File: src/rtl/cfgx_pkg.sv
package cfgx_pkg;

  localparam int IO_AW  = 16;
  localparam int DW     = 32;
  localparam int BEW    = DW / 8;
  localparam int BUS_W  = 8;
  localparam int DEV_W  = 5;
  localparam int FN_W   = 3;
  localparam int DWI_W  = 6;
  localparam int EN_BIT = 31;

  typedef enum logic [1:0] {
    PT_OTHER = 2'd0,
    PT_ADDR  = 2'd1,
    PT_DATA  = 2'd2
  } port_e;

  typedef enum logic [1:0] {
    ST_IDLE = 2'd0,
    ST_EXT  = 2'd1,
    ST_INT  = 2'd2
  } st_e;

  typedef struct packed {
    logic [BUS_W-1:0] bus;
    logic [DEV_W-1:0] dev;
    logic [FN_W-1:0]  fn;
    logic [DWI_W-1:0] dwi;
  } tgt_t;

  // Classify a port address against the window base (base = selector port).
  function automatic port_e port_of(input logic [IO_AW-1:0] a,
                                    input logic [IO_AW-1:0] base);
    logic [IO_AW-1:0] data_base;
    data_base = base + IO_AW'(BEW);
    if (a[IO_AW-1:2] == base[IO_AW-1:2])           return PT_ADDR;
    else if (a[IO_AW-1:2] == data_base[IO_AW-1:2]) return PT_DATA;
    else                                           return PT_OTHER;
  endfunction

  // Value kept in the selector for a given write word.
  function automatic logic [DW-1:0] sel_store(input logic [DW-1:0] w);
    return {w[DW-1:2], 2'b00};
  endfunction

  // Split the selector into target fields.
  function automatic tgt_t tgt_of(input logic [DW-1:0] s);
    tgt_t t;
    t.bus = s[23:16];
    t.dev = s[15:11];
    t.fn  = s[10:8];
    t.dwi = s[7:2];
    return t;
  endfunction

  function automatic logic sel_enabled(input logic [DW-1:0] s);
    return s[EN_BIT];
  endfunction

  // Bus 0 device 0 is the hardwired internal bridge function.
  function automatic logic is_internal(input tgt_t t);
    return (t.bus == '0) && (t.dev == '0);
  endfunction

  function automatic logic is_type1(input tgt_t t);
    return t.bus != '0;
  endfunction

endpackage

File: src/rtl/cfgx_port_dec.sv
module cfgx_port_dec
  import cfgx_pkg::*;
#(
  parameter logic [IO_AW-1:0] BASE = 16'h0CF8
) (
  input  logic             req,
  input  logic             wr,
  input  logic [IO_AW-1:0] addr,
  input  logic [BEW-1:0]   be,
  output logic             sel_load,
  output logic             sel_read,
  output logic             data_hit,
  output logic             other_hit
);

  port_e pt;
  logic  full;

  always_comb begin
    pt        = port_of(addr, BASE);
    full      = &be;
    sel_load  = req && (pt == PT_ADDR) && full && wr;
    sel_read  = req && (pt == PT_ADDR) && full && !wr;
    data_hit  = req && (pt == PT_DATA);
    other_hit = req && ((pt == PT_OTHER) || ((pt == PT_ADDR) && !full));
  end

  // the four decode outcomes never overlap
  always_comb begin
    decode_excl_chk: assert ($onehot0({sel_load, sel_read, data_hit, other_hit}));
  end

endmodule

File: src/rtl/cfgx_sel_reg.sv
module cfgx_sel_reg
  import cfgx_pkg::*;
(
  input  logic          clk,
  input  logic          rst_n,
  input  logic          ld,
  input  logic [DW-1:0] d,
  output logic [DW-1:0] q
);

  always_ff @(posedge clk) begin
    if (!rst_n)  q <= '0;
    else if (ld) q <= sel_store(d);
  end


  sel_low_zero_chk: assert property (@(posedge clk) disable iff (!rst_n)
    q[1:0] == 2'b00);


  sel_hold_chk: assert property (@(posedge clk) disable iff (!rst_n)
    !ld |=> $stable(q));

endmodule

File: src/rtl/cfgx_tmo.sv
module cfgx_tmo #(
  parameter int TMO_CYC = 8
) (
  input  logic clk,
  input  logic rst_n,
  input  logic run,
  input  logic claim,
  output logic expire
);

  localparam int CW = (TMO_CYC > 1) ? $clog2(TMO_CYC) : 1;
  localparam logic [CW-1:0] LAST = CW'(TMO_CYC - 1);

  logic [CW-1:0] cnt;

  assign expire = run && !claim && (cnt == LAST);

  always_ff @(posedge clk) begin
    if (!rst_n || !run || claim) cnt <= '0;
    else if (cnt != LAST)        cnt <= cnt + 1'b1;
  end


  tmo_bound_chk: assert property (@(posedge clk) disable iff (!rst_n)
    cnt <= LAST);


  tmo_idle_zero_chk: assert property (@(posedge clk) disable iff (!rst_n)
    !run |=> cnt == '0);

endmodule

File: src/rtl/cfg_window_xlat.sv
module cfg_window_xlat
  import cfgx_pkg::*;
#(
  parameter logic [15:0] BASE    = 16'h0CF8,
  parameter int          TMO_CYC = 8
) (
  input  logic        clk,
  input  logic        rst_n,
  input  logic        io_req,
  input  logic        io_wr,
  input  logic [15:0] io_addr,
  input  logic [3:0]  io_be,
  input  logic [31:0] io_wdata,
  output logic        io_ack,
  output logic        io_pass,
  output logic [31:0] io_rdata,
  output logic        cfg_req,
  output logic        int_req,
  output logic        cfg_wr,
  output logic        cfg_type1,
  output logic [7:0]  cfg_bus,
  output logic [4:0]  cfg_dev,
  output logic [2:0]  cfg_fn,
  output logic [5:0]  cfg_dw,
  output logic [3:0]  cfg_be,
  output logic [31:0] cfg_wdata,
  input  logic        cfg_claim,
  input  logic [31:0] cfg_rdata,
  input  logic [31:0] int_rdata,
  output logic        cfg_abort
);

  st_e           st;
  logic          idle;
  logic          sel_load, sel_read, data_hit, other_hit;
  logic [DW-1:0] sel_q;
  logic          sel_on;
  logic          tmo_expire;
  tgt_t          tgt_d, tgt_q;
  logic          start_int, start_ext, start_off;

  assign idle = (st == ST_IDLE);

  cfgx_port_dec #(.BASE(BASE)) u_dec (
    .req       (io_req && idle),
    .wr        (io_wr),
    .addr      (io_addr),
    .be        (io_be),
    .sel_load  (sel_load),
    .sel_read  (sel_read),
    .data_hit  (data_hit),
    .other_hit (other_hit)
  );

  cfgx_sel_reg u_sel (
    .clk   (clk),
    .rst_n (rst_n),
    .ld    (sel_load),
    .d     (io_wdata),
    .q     (sel_q)
  );

  cfgx_tmo #(.TMO_CYC(TMO_CYC)) u_tmo (
    .clk    (clk),
    .rst_n  (rst_n),
    .run    (st == ST_EXT),
    .claim  (cfg_claim),
    .expire (tmo_expire)
  );

  // named routing events
  always_comb begin
    tgt_d     = tgt_of(sel_q);
    sel_on    = sel_enabled(sel_q);
    start_off = data_hit && !sel_on;
    start_int = data_hit && sel_on && is_internal(tgt_d);
    start_ext = data_hit && sel_on && !is_internal(tgt_d);
  end

  always_ff @(posedge clk) begin
    if (!rst_n) begin
      st        <= ST_IDLE;
      io_ack    <= 1'b0;
      io_pass   <= 1'b0;
      io_rdata  <= '0;
      cfg_req   <= 1'b0;
      int_req   <= 1'b0;
      cfg_abort <= 1'b0;
      cfg_wr    <= 1'b0;
      cfg_type1 <= 1'b0;
      tgt_q     <= '0;
      cfg_be    <= '0;
      cfg_wdata <= '0;
    end else begin
      io_ack    <= 1'b0;
      io_pass   <= 1'b0;
      int_req   <= 1'b0;
      cfg_abort <= 1'b0;
      unique case (st)
        ST_IDLE: begin
          if (sel_load) begin
            io_ack   <= 1'b1;
            io_rdata <= '0;
          end else if (sel_read) begin
            io_ack   <= 1'b1;
            io_rdata <= sel_q;
          end else if (other_hit || start_off) begin
            io_pass  <= 1'b1;
            io_rdata <= '0;
          end else if (start_int || start_ext) begin
            tgt_q     <= tgt_d;
            cfg_type1 <= is_type1(tgt_d);
            cfg_wr    <= io_wr;
            cfg_be    <= io_be;
            cfg_wdata <= io_wdata;
            if (start_int) begin
              int_req <= 1'b1;
              st      <= ST_INT;
            end else begin
              cfg_req <= 1'b1;
              st      <= ST_EXT;
            end
          end
        end
        ST_EXT: begin
          if (cfg_claim) begin
            cfg_req  <= 1'b0;
            io_ack   <= 1'b1;
            io_rdata <= cfg_wr ? '0 : cfg_rdata;
            st       <= ST_IDLE;
          end else if (tmo_expire) begin
            cfg_req   <= 1'b0;
            io_ack    <= 1'b1;
            cfg_abort <= 1'b1;
            io_rdata  <= cfg_wr ? '0 : '1;
            st        <= ST_IDLE;
          end
        end
        ST_INT: begin
          io_ack   <= 1'b1;
          io_rdata <= cfg_wr ? '0 : int_rdata;
          st       <= ST_IDLE;
        end
        default: st <= ST_IDLE;
      endcase
    end
  end

  assign cfg_bus = tgt_q.bus;
  assign cfg_dev = tgt_q.dev;
  assign cfg_fn  = tgt_q.fn;
  assign cfg_dw  = tgt_q.dwi;


  claim_done_chk: assert property (@(posedge clk) disable iff (!rst_n)
    cfg_req && cfg_claim |=> io_ack && !cfg_req && !cfg_abort);


  abort_ones_chk: assert property (@(posedge clk) disable iff (!rst_n)
    cfg_abort && !cfg_wr |-> io_ack && (io_rdata == 32'hFFFF_FFFF));


  int_done_chk: assert property (@(posedge clk) disable iff (!rst_n)
    int_req |=> io_ack && !cfg_req);


  int_ext_excl_chk: assert property (@(posedge clk) disable iff (!rst_n)
    $onehot0({int_req, cfg_req}));


  ext_not_internal_chk: assert property (@(posedge clk) disable iff (!rst_n)
    cfg_req |-> !((cfg_bus == 8'h00) && (cfg_dev == 5'h00)));


  off_pass_chk: assert property (@(posedge clk) disable iff (!rst_n)
    start_off |=> io_pass && !cfg_req && !int_req);


  ack_pass_excl_chk: assert property (@(posedge clk) disable iff (!rst_n)
    $onehot0({io_ack, io_pass}));

endmodule

File: config.mk
export PLATFORM = sky130hd
export DESIGN_NAME = cfg_window_xlat
export DESIGN_NICKNAME = d
export VERILOG_FILES = /design/src/rtl/cfgx_pkg.sv /design/src/rtl/cfgx_port_dec.sv /design/src/rtl/cfgx_sel_reg.sv /design/src/rtl/cfgx_tmo.sv /design/src/rtl/cfg_window_xlat.sv
export SDC_FILE = /design/constraint.sdc
export NUM_CORES = 1
export LEC_CHECK = 0
export BUFFER_PORTS_ARGS = -buffer_cell sky130_fd_sc_hd__buf_4
export CAP_MARGIN = 20
export CORE_MARGIN = 2
export CORE_UTILIZATION = 40
export CTS_CLUSTER_SIZE = 24
export DETAILED_ROUTE_END_ITERATION = 12
export GPL_ROUTABILITY_DRIVEN = 0
export PLACE_DENSITY_LB_ADDON = 0.1
export SYNTH_ARGS = -nofsm -noshare
export SYNTH_HDL_FRONTEND = slang
export SYNTH_SLANG_ARGS = --single-unit
File: constraint.sdc
create_clock -name clk -period 2.6 [get_ports clk]
set_input_delay 0.52 -clock clk [delete_from_list [all_inputs] [get_ports clk]]
set_output_delay 0.52 -clock clk [all_outputs]
set_load 0.05 [all_outputs]
# Yosys cells after proc, flatten, opt, wreduce, memory -nomap -nowiden
# Cells that the tools add are included.
[totals]
ff_bits = 132
input_bits = 121
word_cells = 116
output_inout_bits = 97
[op_classes]
n_eq_ne = 15
muxes = 34
add_sub_neg = 1
n_bitwise = 7
n_reduce_logical = 42
[op_table]
columns = ["operator", "n"]
rows = [
  ["$mux W32", 8],
  ["$pmux W32 S3", 1],
  ["$eq A14 B10 Y1 const B", 2],
  ["$mux W2", 9],
  ["$logic_and A1 B1 Y1", 15],
  ["$mux W1", 13],
  ["$reduce_and A5 Y1", 2],
  ["$logic_not A8 Y1", 1],
  ["$ne A2 B2 Y1 const B", 4],
  ["$reduce_bool A8 Y1", 1],
  ["$logic_not A1 Y1", 7],
  ["$not A1 Y1", 7],
  ["$reduce_and A7 Y1", 1],
  ["$ne A3 B3 Y1 const B", 2],
  ["$reduce_or A6 Y1", 1],
  ["$logic_not A5 Y1", 1],
  ["$logic_or A1 B1 Y1", 5],
  ["$eq A2 B1 Y1 const B", 2],
  ["$eq A2 B2 Y1 const B", 2],
  ["$logic_not A2 Y1", 2],
  ["$ne A4 B1 Y1 const B", 1],
  ["$pmux W2 S2", 1],
  ["$reduce_and A4 Y1", 1],
  ["$reduce_or A4 Y1", 1],
  ["other kinds (9)", 9],
]

# Depth between registers and ports, before layout
[depth]
depth_word = 13
depth_mapped = 9
ltp_nobuf = 7

# By module
# From an unflattened synthesis, not the netlist that was laid out.
[unflattened]
hier_cells = 663
area_unflattened_um2 = 5941.9
[modules_own_cells]
columns = ["module", "instances", "seq_area_each_um2", "cells_per_inst", "area_each_um2"]
rows = [
  ["cfg_window_xlat", 1, 1981.9, 535, 4498.1],
  ["cfgx_sel_reg", 1, 600.6, 100, 1189.9],
  ["cfgx_tmo", 1, 60.1, 13, 142.6],
  ["cfgx_port_dec", 1, 0.0, 15, 111.4],
]

# Least setup slack after synthesis
# OpenSTA, ideal clock, no wires.
[synth_timing]
path_type = "register to register"
start = "register st[1]"
end = "register io_rdata[31]"
setup_time_ps = 95
period_less_slack_ps = 1958
path_stages_with_launch = 8
path_buffers = 1
required_ps = 2505
arrival_time_ps = 1863
setup_slack_ps = 642
path_cell_list = "dfxtp_1 inv_1 ha_1 nor3b_2 or2_1 or3_1 buf_2 a221oi_1"
[synth_via]
elab_chain_len = 8
elab_cells_between_ends = 21
cone_classes = "eq/ne (4); mux (3); reduce/logical (14)"
[synth_lines]
columns = ["item", "line", "source"]
rows = [
  ["from (decl)", "cfg_window_xlat.sv:33", "st_e st;"],
  ["from (signal assigned)", "cfg_window_xlat.sv:82", "st <= ST_IDLE;"],
  ["from (signal assigned)", "cfg_window_xlat.sv:118", "st <= ST_INT;"],
  ["from (signal assigned)", "cfg_window_xlat.sv:121", "st <= ST_EXT;"],
  ["$logic_not A2 Y1", "cfg_window_xlat.sv:42, cfg_window_xlat.sv:99", ""],
  ["$logic_and A1 B1 Y1", "cfg_window_xlat.sv:45", ".req (io_req && idle),"],
  ["$logic_and A1 B1 Y1 (2 in series)", "cfgx_port_dec.sv:22, cfgx_port_dec.sv:23", ""],
  ["$logic_and A1 B1 Y1", "cfgx_port_dec.sv:23", "sel_read = req && (pt == PT_ADDR) && full && !wr;"],
  ["$mux W32", "cfg_window_xlat.sv:104", "end else if (sel_read) begin"],
  ["$mux W32", "cfg_window_xlat.sv:101", "if (sel_load) begin"],
  ["$pmux W32 S3", "cfg_window_xlat.sv:99", "unique case (st)"],
  ["to (signal assigned)", "cfg_window_xlat.sv:106", "io_rdata <= sel_q;"],
  ["to (signal assigned)", "cfg_window_xlat.sv:129", "io_rdata <= cfg_wr ? '0 : cfg_rdata;"],
  ["to (signal assigned)", "cfg_window_xlat.sv:135", "io_rdata <= cfg_wr ? '0 : '1;"],
  ["to (decl)", "cfg_window_xlat.sv:16", "output logic [31:0] io_rdata,"],
]
# Several ways; a longest one is shown, not always the timed one.
# A chain may end at the register's enable or synchronous reset.

# Final worst setup path
[layout_timing]
start = "register u_tmo.cnt[0]"
end = "register io_rdata[2]"
[layout_via]
elab_chain_len = 4
[layout_lines]
columns = ["item", "line", "source"]
rows = [
  ["from (decl)", "cfgx_tmo.sv:14", "logic [CW-1:0] cnt;"],
  ["from (signal assigned)", "cfgx_tmo.sv:20", "else if (cnt != LAST) cnt <= cnt + 1'b1;"],
  ["$eq A3 B3 Y1", "cfgx_tmo.sv:16", "assign expire = run && !claim && (cnt == LAST);"],
  ["$logic_and A1 B1 Y1", "cfgx_tmo.sv:16", ""],
  ["$ne A3 B3 Y1 (no line)", "--", ""],
  ["$reduce_and A3 Y1 (no line)", "--", ""],
]
# Every way passes these cells.

==> key figures <==
Worst setup path
  • Cell depth of the worst setup path: 7
  • Cell mode on critical path: ha_1
  • Worst Path Max Fanout: 17
  • Slowest-stage cell, CP: or3_2
  • WP data arrival: 2610 ps
  • Crit end category: register
  • Crit Path Class: reg -> reg
  • Crit-path leading delay family: simple AND/OR/NAND/NOR gates
  • Largest stage delay on the critical path: 440 ps
  • Critical path cell sequence: ha_1 > ha_1 > nor3b_2 > or2_1 > or3_2 > buf_4 > a221oi_2
  • Startpoint types: register
  • CP bufs+invs: 1
  • R2R cell count: 7
  • Crit path required time: 2920 ps

Synthesis
  • Primary FF master, synth: dfxtp_1
  • Syn nets: 855
  • Mapped Cells: 727
  • Synthesized area: 5790 sq um
  • Count of cell types in the netlist: 37
  • Ys Warns: 0
  • Cell taking the most area after synthesis: dfxtp_1
  • Seq/Total Area, Yosys: 0.456
  • Synth async-reset ratio: 0
  • Synth top area cells: dfxtp_1 46%, nand2_1 14%, a21oi_1 11%
  • Most common cell in the netlist: nand2_1
  • Synth top cells by count: 216 x nand2_1, 132 x dfxtp_1, 124 x a21oi_1, 40 x nor2_1, 39 x clkbuf_1
  • Synthesized area per cell: 7.97 sq um
  • Post-synth EDFFs: 0
  • #FFs+latches synth: 132
  • Synth top area share: 0.456

Clock network
  • Deepest level of the CTS H-tree: 4
  • Clk slew on worst S/H paths: 60 ps
  • Setup Fix Bufs, Post-CTS: 0
  • Root Driver: clkbuf_16
  • CTS Buf Count: 17
  • CTS resizes: 0
  • Hold_buf cts: 0
  • Sink Count: 132
  • CTS tree: yes
  • Worst-Skew Late Latency: 410 ps
  • Clk buf depth: 2

STA
  • Tmin final: 2290 ps
  • Least-Margin Pin Slew: 719 ps
  • Fin crit share: 0.883
  • Final Hold Viols: 0
  • Slew HR: 0.520
  • TNS Setup: 0 ps
  • Post-route worst setup slack: 305 ps
  • RSZ-0062 raised after global routing: no
  • Skew final: 7.22 ps
  • Final Max Slew Viols: 0
  • Final setup fails: 0
  • Fmax: 436 MHz

Placed design
  • Place WS: 285 ps
  • Port Buffers: 215
  • Post-DP HPWL: 13700 microns
  • Dpl cells: 1087
  • Placed standard-cell area: 7650 sq um

Job
  • Max-Cap Viols: 0

Finish
  • Layout cells sized above 1: 0.334
  • Design Area, Final: 8250 sq um
  • Area Overhead vs Synth: 42.4%
  • Final non-filler cell total: 1119
  • Fillers: 1293
  • Nets: 1054
  • Ant diodes: 0
  • Finished Core Util: 0.590

Global routing
  • GRT Util Overall: 0.247
  • GRT Residual Overflow: 0
  • Vias in the first global route: 6005
  • Number of antenna violations at the first check in global routing: 0
  • Largest net degree at the start of global routing: 60
  • First-pass GRT wire length: 31100 microns

Detailed routing
  • Routed WL: 19200 microns
  • DRT antenna net count: 0
  • Pre-antenna DRT Iters: 5
  • Drt wl/cell: 17.2 microns
  • DRC errors left: 0
  • Vias: 6021
  • Routed vias/inst: 5.38
  • Initial DRC count: 430

Floorplan
  • IO Pins: 218
  • Row count: 43
  • DIE WIDTH: 124 microns
  • Die area: 15500 sq um
  • Initial Util: 0.414
  • Die Y: 124 microns
  • Core area: 14000 sq um

Power
  • LEAKAGE: 3.16 nW
  • Peak supply drop: 466 uV
  • Pwr Density: 596 nW/um^2

Worst hold path
  • Min-Delay Path Class: in -> reg
  • Hold Crit Depth: 3

Outcome
  • Status: complete, no violations
registers in the layout, summed over array words and instances, names as in the netlist, 2 cells and up:
name	count
cfg_be	4
cfg_wdata	32
cfg_bus	8
cfg_dw	6
io_rdata	32
cfg_dev	5
st	2
u_tmo.cnt	3
u_sel.q	30
cfg_fn	3
kinds of logic (layout without fill, tap and decap cells):
group                    Yosys count  in the layout  synth area share
multiplexers                       4              4           0.00691
AO/OA/AOI/OAI                    225            225             0.257
flip-flops                       132            132             0.456
buffers and inverters             68            280            0.0516
XOR/XNOR                           1              1           0.00151
AND/OR/NAND/NOR                  290            290             0.212
adder cells (fa/ha/maj)            7              7            0.0151
area by class of cell:
type | instances | area (sq um) | area share
Inverter | 7 | 28.8 | 0.00349
Timing Repair Buffer | 241 | 1870 | 0.227
Multi-Input combinational cell | 527 | 2880 | 0.349
Tap cell | 180 | 225 | 0.0273
Clock inverter | 15 | 179 | 0.0217
Clock buffer | 17 | 425 | 0.0515
Sequential cell | 132 | 2640 | 0.320
worst paths after layout:
path | startpoint | end | slack, ps
min reg2reg | cfg_wdata[26] | cfg_wdata[26] | 450
max reg2reg | u_tmo.cnt[0] | io_rdata[2] | 310
max | u_tmo.cnt[0] | io_rdata[2] | 310
min | io_wdata[0] | cfg_wdata[0] | 360
per-layer routing:
layer  GRT usage  vias to the layer above  share of wire
li1            -                     2933              -
met1       0.297                     2826           0.42
met2       0.419                      233           0.48
met3      0.0820                       29          0.076
met4      0.0740                        0          0.020
met5           0                        -              0
per-stage QoR:
stage	hold WS [ps]	power (W)
after floorplan	432	0.00229
after global placement	440	0.00251
after detailed placement	444	0.00252
after CTS	344	0.00496
after global routing	355	0.00508
final	361	0.00492
worst min-delay path: stages:
cell     delay [ps]
buf_4           110
nand2_1          40
a21oi_1          50
cells in the final DEF (no fill, tap or decap), types with 2 or more instances in the layout:
cell	netlist	final
nand2b_1	2	2
nand4_1	2	2
nand2_1	216	216
clkbuf_16	0	17
and4_1	2	2
o21ai_0	35	35
and4bb_2	2	2
buf_12	0	5
bufinv_16	0	3
clkinvlp_4	0	3
nor4_1	3	3
dfxtp_1	132	132
buf_4	0	236
nand3_1	3	2
clkinv_2	0	4
and3_1	4	4
a21oi_1	124	123
nor2_1	40	38
nor3_1	6	6
mux2i_1	4	4
ha_1	7	7
inv_6	0	3
a221oi_2	29	29
a211o_1	3	3
inv_1	6	6
or2_1	2	2
a31oi_1	30	30
report_power, final:
| group | internal (W) | switching (W) | total [W] |
|---|---|---|---|
| Clock | 0.00152 | 0.000932 | 0.00245 |
| Sequential | 0.00205 | 0.0000128 | 0.00206 |
| Combinational | 0.000188 | 0.000226 | 0.000414 |
(Power assumes the default switching activity.)
